`src/rtl/intx_pkg.sv`:
```
package intx_pkg;
  localparam int unsigned NUM_LINES  = 4;
  localparam int unsigned WORD_W     = 32;
  localparam int unsigned STS_LSB    = 28;
  localparam int unsigned CMD_MSK    = 27;
  localparam int unsigned PAR_MSK    = 26;
  localparam int unsigned EN_LSB     = 22;
  localparam int unsigned ERR_LSB    = 16;
  localparam int unsigned ERR_W      = 6;
  localparam int unsigned PRIO_LSB   = 8;
  localparam int unsigned PRIO_W     = 7;
  localparam int unsigned TRDY_LSB   = 0;
  localparam int unsigned TRDY_W     = 4;
endpackage

```
`src/rtl/intx_sync.sv`:
```
module intx_sync #(
  parameter int unsigned LINES  = 4,
  parameter int unsigned STAGES = 2
) (
  input  logic             clk_i,
  input  logic             rst_ni,
  input  logic [LINES-1:0] line_ni,
  output logic [LINES-1:0] lvl_o
);
  for (genvar i = 0; i < LINES; i++) begin : g_line
    logic [STAGES-1:0] sh_q;
    always_ff @(posedge clk_i or negedge rst_ni) begin
      if (!rst_ni) sh_q <= '0;
      else         sh_q <= {sh_q[STAGES-2:0], ~line_ni[i]};
    end
    assign lvl_o[i] = sh_q[STAGES-1];
  end
endmodule

```
`src/rtl/intx_status.sv`:
```
module intx_status #(
  parameter int unsigned LINES = 4
) (
  input  logic             clk_i,
  input  logic             rst_ni,
  input  logic [LINES-1:0] lvl_i,
  input  logic [LINES-1:0] clr_i,
  output logic [LINES-1:0] sts_o
);
  logic [LINES-1:0] sts_q;

  // ack cycle wins; a held level re-sets one edge later
  always_ff @(posedge clk_i or negedge rst_ni) begin
    if (!rst_ni) sts_q <= '0;
    else         sts_q <= (sts_q | lvl_i) & ~clr_i;
  end
  assign sts_o = sts_q;

  a_r3_zero_write_keeps: assert property (@(posedge clk_i) disable iff (!rst_ni)
    1'b1 |=> ((sts_q & $past(sts_q & ~clr_i)) == $past(sts_q & ~clr_i)));
  a_r3_ack_clears: assert property (@(posedge clk_i) disable iff (!rst_ni)
    (|clr_i) |=> ((sts_q & $past(clr_i)) == '0));
  a_r2_no_spurious_set: assert property (@(posedge clk_i) disable iff (!rst_ni)
    1'b1 |=> ((sts_q & ~$past(sts_q | lvl_i)) == '0));
endmodule

```
`src/rtl/intx_irq_reg.sv`:
```
module intx_irq_reg
  import intx_pkg::*;
#(
  parameter int unsigned SYNC_STAGES = 2
) (
  input  logic                 clk_i,
  input  logic                 rst_ni,
  input  logic [NUM_LINES-1:0] intx_ni,
  input  logic                 wr_en_i,
  input  logic [3:0]           wr_be_i,
  input  logic [WORD_W-1:0]    wr_data_i,
  output logic [WORD_W-1:0]    rd_data_o,
  output logic                 irq_o
);
  localparam int unsigned BYTES = WORD_W / 8;

  logic [BYTES-1:0]     bw;
  logic [NUM_LINES-1:0] lvl, clr, sts, en_q;
  logic                 cmd_q, par_q, irq_q;
  logic [ERR_W-1:0]     err_q;
  logic [PRIO_W-1:0]    prio_q;
  logic [TRDY_W-1:0]    trdy_q;

  assign bw  = wr_be_i & {BYTES{wr_en_i}};
  assign clr = bw[STS_LSB/8] ? wr_data_i[STS_LSB +: NUM_LINES] : '0;

  intx_sync #(.LINES(NUM_LINES), .STAGES(SYNC_STAGES)) u_sync (
    .clk_i(clk_i), .rst_ni(rst_ni), .line_ni(intx_ni), .lvl_o(lvl));

  intx_status #(.LINES(NUM_LINES)) u_sts (
    .clk_i(clk_i), .rst_ni(rst_ni), .lvl_i(lvl), .clr_i(clr), .sts_o(sts));

  // enables straddle bytes 2 and 3
  for (genvar i = 0; i < NUM_LINES; i++) begin : g_en
    localparam int unsigned POS = EN_LSB + i;
    always_ff @(posedge clk_i or negedge rst_ni) begin
      if (!rst_ni)            en_q[i] <= 1'b0;
      else if (bw[POS/8])     en_q[i] <= wr_data_i[POS];
    end
  end

  always_ff @(posedge clk_i or negedge rst_ni) begin
    if (!rst_ni) begin
      cmd_q  <= 1'b0;
      par_q  <= 1'b0;
      err_q  <= '0;
      prio_q <= '0;
      trdy_q <= '0;
    end else begin
      if (bw[CMD_MSK/8])  cmd_q  <= wr_data_i[CMD_MSK];
      if (bw[PAR_MSK/8])  par_q  <= wr_data_i[PAR_MSK];
      if (bw[ERR_LSB/8])  err_q  <= wr_data_i[ERR_LSB +: ERR_W];
      if (bw[PRIO_LSB/8]) prio_q <= wr_data_i[PRIO_LSB +: PRIO_W];
      if (bw[TRDY_LSB/8]) trdy_q <= wr_data_i[TRDY_LSB +: TRDY_W];
    end
  end

  always_ff @(posedge clk_i or negedge rst_ni) begin
    if (!rst_ni) irq_q <= 1'b0;
    else         irq_q <= |(sts & en_q);
  end
  assign irq_o = irq_q;

  always_comb begin
    rd_data_o = '0;
    rd_data_o[STS_LSB +: NUM_LINES] = sts;
    rd_data_o[CMD_MSK]              = cmd_q;
    rd_data_o[PAR_MSK]              = par_q;
    rd_data_o[EN_LSB +: NUM_LINES]  = en_q;
    rd_data_o[ERR_LSB +: ERR_W]     = err_q;
    rd_data_o[PRIO_LSB +: PRIO_W]   = prio_q;
    rd_data_o[TRDY_LSB +: TRDY_W]   = trdy_q;
  end

  logic unused_rsv;
  assign unused_rsv = ^{wr_data_i[15], wr_data_i[7:4]};

  a_r5_masked_quiet: assert property (@(posedge clk_i) disable iff (!rst_ni)
    ((sts & en_q) == '0) |=> !irq_o);
  a_r5_rise_needs_enable: assert property (@(posedge clk_i) disable iff (!rst_ni)
    $rose(irq_o) |-> $past(|(sts & en_q)));
  a_r8_no_write_stable: assert property (@(posedge clk_i) disable iff (!rst_ni)
    !wr_en_i |=> $stable(en_q) && $stable(prio_q) && $stable(trdy_q) && $stable(err_q));
endmodule

```
`config.mk`:
```
export PLATFORM = sky130hd
export DESIGN_NAME = intx_irq_reg
export DESIGN_NICKNAME = d
export VERILOG_FILES = /design/src/rtl/intx_pkg.sv /design/src/rtl/intx_sync.sv /design/src/rtl/intx_status.sv /design/src/rtl/intx_irq_reg.sv
export SDC_FILE = /design/constraint.sdc
export NUM_CORES = 1
export LEC_CHECK = 0
export ABC_AREA = 1
export BUFFER_PORTS_ARGS = -buffer_cell sky130_fd_sc_hd__buf_2
export CAP_MARGIN = 30
export CELL_PAD_IN_SITES_DETAIL_PLACEMENT = 0
export CELL_PAD_IN_SITES_GLOBAL_PLACEMENT = 1
export CORE_ASPECT_RATIO = 1.5
export CORE_MARGIN = 10
export CORE_UTILIZATION = 32
export CTS_BUF_LIST = sky130_fd_sc_hd__clkbuf_4
export CTS_CLUSTER_SIZE = 14
export DETAILED_ROUTE_END_ITERATION = 6
export PLACE_DENSITY_LB_ADDON = 0.1
export SLEW_MARGIN = 25
export SYNTH_ARGS = -nofsm -noshare
export SYNTH_HDL_FRONTEND = slang
export SYNTH_SLANG_ARGS = --single-unit
export TNS_END_PERCENT = 100
```
`constraint.sdc`:
```
create_clock -name clk_i -period 0.8 [get_ports clk_i]
set_input_delay 0.12 -clock clk_i [delete_from_list [all_inputs] [get_ports clk_i]]
set_output_delay 0.12 -clock clk_i [all_outputs]
set_load 0.03 [all_outputs]
```
After elaboration in Yosys (flattened, before gate mapping)
Index checks and enable logic that the tools add are counted.
{"block": "totals", "ff_bits": 36, "in_bits": 43, "elab_cells": 26}
{"block": "classes", "mux": 1, "bitwise": 9, "reduce_logical": 1}
{"cell": "4-bit AND", "n": 3}
{"cell": "4-bit two-way mux", "n": 1}
{"cell": "1-bit NOT", "n": 4}
{"cell": "4-bit NOT", "n": 1}
{"cell": "4-bit bitwise OR", "n": 1}
{"cell": "4-bit OR reduction", "n": 1}

Longest topological paths before layout
{"block": "logic_depth", "depth_word": 4, "depth_mapped": 4, "mapped_depth_nobuf": 4}

Hierarchy
From an unflattened synthesis, not the netlist that was laid out.
{"block": "hier_totals", "cells_unflattened": 155, "hier_area_um2": 1450.1}
{"mod": "intx_irq_reg", "n_inst": 1, "cells_each": 127, "area_per_inst_um2": 1074.8, "seq_area_each_um2": 600.6}
{"mod": "intx_sync", "n_inst": 1, "cells_each": 16, "area_per_inst_um2": 245.2, "seq_area_each_um2": 200.2}
{"mod": "intx_status", "n_inst": 1, "cells_each": 12, "area_per_inst_um2": 130.1, "seq_area_each_um2": 100.1}

Worst setup path before layout
No wires, ideal clock.
{"block": "synth_timing", "path_type": "reg2reg", "from": "reg en_q[0], in the netlist rd_data_o[22]", "to": "reg irq_q, in the netlist irq_o", "setup_ns": 0.116, "arrival_time_ns": 0.708, "required_time_ns": 0.684, "setup_slack_ns": -0.024, "stages_incl_launch_ff": 5, "path_buffers": 0, "period_less_slack_ns": 0.824, "path_cell_list": "dfrtp_1 -> nand2_1 -> nand2_1 -> inv_1 -> nand2_1"}
{"block": "synth_between", "elab_chain_len": 2}
{"element": "from (decl)", "line_no": "intx_irq_reg.sv:18", "text": "logic [NUM_LINES-1:0] lvl, clr, sts, en_q;"}
{"element": "from (signal, indexed assignment)", "line_no": "intx_irq_reg.sv:38", "text": "else if (bw[POS/8]) en_q[i] <= wr_data_i[POS];"}
{"element": "4-bit AND", "line_no": "intx_irq_reg.sv:60", "text": "else irq_q <= |(sts & en_q);"}
{"element": "4-bit OR reduction", "line_no": "intx_irq_reg.sv:60"}
{"element": "to (signal assigned)", "line_no": "intx_irq_reg.sv:60"}
{"element": "to (decl)", "line_no": "intx_irq_reg.sv:19", "text": "logic cmd_q, par_q, irq_q;"}
No other way between the ends.
A chain may end at the register's enable or synchronous reset.

Final worst setup path
{"block": "layout_timing", "from": "reg en_q[0], in the netlist rd_data_o[22]", "to": "out rd_data_o[22]"}
{"element": "to (decl)", "line_no": "intx_irq_reg.sv:12", "text": "output logic [WORD_W-1:0] rd_data_o,"}
No word-level cell between the ends.

==> results.cfg <==
[outcome]
status = finished, violations left
violations = negative setup slack

[logic_synthesis]
synth-seq-area-share_pct = 62.39
synth.top_cell.area_share_pct = 62.39
avgSynthCellArea_um2 = 9.024
synth.distinct_cells = 8
synth_area_um2 = 1444
ys_ff_latch = 36
synth_cells = 160
synth_warnings = 0
ys_top_cells_by_area = dfrtp_1, nand2_1, nand3_1
synth_area_leader_cell = dfrtp_1

[setup_path]
r2r-start = u_sts.sts_o[3]
cpMaxStageDelayCell = dfrtp_2
setup.worst_path.class = reg -> out
rrSetupSlack_ns = -0.16
cp_num_buf_inv = 1
regToRegEndpoint = irq_o
cp_max_fo = 3
arrival_ns = 0.90
max_stage_delay_ns = 0.43
end_kind = primary output
r2r_cells = 6
critPathLaunchType = flip-flop
crit_family = flip-flops
path_cells = buf_6
required_ns = 0.68

[clocking]
htreeDepth = 2
cts_tree = done
clock_latency_ns = 0.32
root_buffer = clkbuf_4
clock-sinks = 36
clk_pin_slew_ns = 0.11
max-clock-path-buffers = 2
cts-buffers-inserted = 5

[sta]
min_period_ns = 1.023
fin_tns_setup_ns = -6.141
fin_crit_sh_pct = 127.9
timing.fmax_ghz = 0.9775
setup_viol = 34
finalHoldViolCount = 0
slew_violations = 0
setup_ws_ns = -0.2231
skew_ns = 0.008497
rsz0062_at_grt = yes
hold_slack_ns = 0.01244

[die]
die_area_um2 = 7654
initial_core_util_pct = 33.72
die_w_um = 74.85
coreArea_um2 = 4282
io_pins = 76
die_h_um = 102.3
num_rows = 29

[cells_and_area]
diodes = 0
postLayoutCellArea_um2 = 2288
final_nets = 294
syn2layout_area_growth_pct = 58.49
drive_gt1_share_pct = 41.27

[global_route]
grt_max_degree = 37
gr-total-overflow = 0
grt_pass1_vias = 1394
grt_use_total_pct = 10.74
antenna_found_initial = 0
grt_pass1_wl_um = 6417

[route]
route.vias.total = 1319
first_iter_violations = 73
viasPerCell = 4.426
wirelength_um = 3931
firstDrtPassIters = 3
drc = 0
ant_nets = 0
wire_per_inst_um = 13.19

[place]
pre_cts_ws_ns = -0.01274
portBuffers = 65
place.gp.congestion = 0.7161
place_area_um2 = 1822
hpwl_um = 2871

[min_path]
whs_path_depth = 3
worstHoldEndpoint = prio_q[2]
hold_path_class = in -> reg
hold_start = wr_data_i[10]

[job]
drv_cap = 0

[power]
power.density_nw_per_um2 = 1967
irDropWorstVdd_v = 0.001097
p_leak_nw = 1.284
-- what timing repair did --
item / 4_1_cts / 5_1_grt
pin swaps: 3 / 2
hold buffers: 9 / 1
endpoints found under the hold margin: 44 / 1
buffers inserted: 10 / 6
endpoints found under the setup margin: 28 / 32
resized for setup: 60 / 6
-- state kept, by name (all words and copies together) (netlist names) --
| name | flops |
|---|---|
| irq_o | 1 |
| cmd_q | 1 |
| rd_data_o | 4 |
| trdy_q | 4 |
| u_sync.g_line.sh_q | 8 |
| u_sts.sts_o | 4 |
| par_q | 1 |
| err_q | 6 |
| prio_q | 7 |
-- synthesized netlist by cell type --
master	n
conb_1	1
inv_1	18
buf_4	10
nand2_1	64
nand3_1	27
nand2_2	1
dfrtp_1	36
buf_2	3
-- final cells by class --
| cell class | count | area (um2) |
|---|---|---|
| tap | 46 | 57.56 |
| fill | 424 | 1993 |
| timing repair buffer | 93 | 788.3 |
| multi-input combinational | 97 | 407.9 |
| sequential | 36 | 910.9 |
| inverter | 18 | 67.56 |
| clock buffer | 7 | 52.55 |
| clock inverter | 1 | 3.754 |
-- per-stage QoR --
step	instances	total power, mW	utilization, %
2_1_floorplan	164	2.801	-
3_3_place_gp	265	3.152	42.55
3_5_place_dp	265	3.175	42.55
4_1_cts	292	4.534	51.99
5_1_grt	298	4.788	53.45
6_report	298	4.502	53.45
-- cells by family (layout without fill, tap and decap cells) --
logic type / Yosys count / in the layout / share of synthesized area, %
buffers and inverters: 31 / 119 / 10.92
DFF: 36 / 36 / 62.39
other: 1 / 5 / 0.2597
and+or+nand+nor: 92 / 92 / 26.43
-- worst max path at each step --
stage,from,to,slack (ns),cells after the start
6_report,rd_data_o[22],rd_data_o[22],-0.22,1
2_1_floorplan,rd_data_o[22],irq_o,0.02,4
5_1_grt,u_sts.sts_o[3],rd_data_o[31],-0.28,1
4_1_cts,rd_data_o[22],rd_data_o[22],-0.25,1
3_5_place_dp,wr_be_i[2],err_q[5],-0.01,4
3_3_place_gp,wr_be_i[2],rd_data_o[22],0.001,4
-- power breakdown --
| part | leakage (nW) | internal, mW | switching, mW |
|---|---|---|---|
| combinational | 0.829 | 0.647 | 0.741 |
| sequential | 0.422 | 2.02 | 0.133 |
| clock | 0.0338 | 0.406 | 0.556 |
| total | 1.28 | 3.07 | 1.43 |
-- placed cells by master, fill, tap and decap left out --
| master | netlist | layout |
|---|---|---|
| dlygate4sd3_1 | 0 | 10 |
| inv_2 | 0 | 2 |
| buf_4 | 10 | 11 |
| dfrtp_2 | 0 | 8 |
| buf_2 | 3 | 37 |
| dfrtp_1 | 36 | 28 |
| clkbuf_4 | 0 | 7 |
| clkinv_1 | 0 | 1 |
| nand2_1 | 64 | 61 |
| conb_1 | 1 | 5 |
| inv_1 | 18 | 16 |
| nand2_2 | 1 | 4 |
| buf_12 | 0 | 3 |
| buf_6 | 0 | 32 |
| nand3_1 | 27 | 27 |
-- routing by layer --
layer	share of wire, %	GRT usage, %
met5	0	0
met2	52	17.55
met1	38	11.48
met3	8.8	5.238
met4	1.4	4.386
Power figures use the tool's default switching activity.
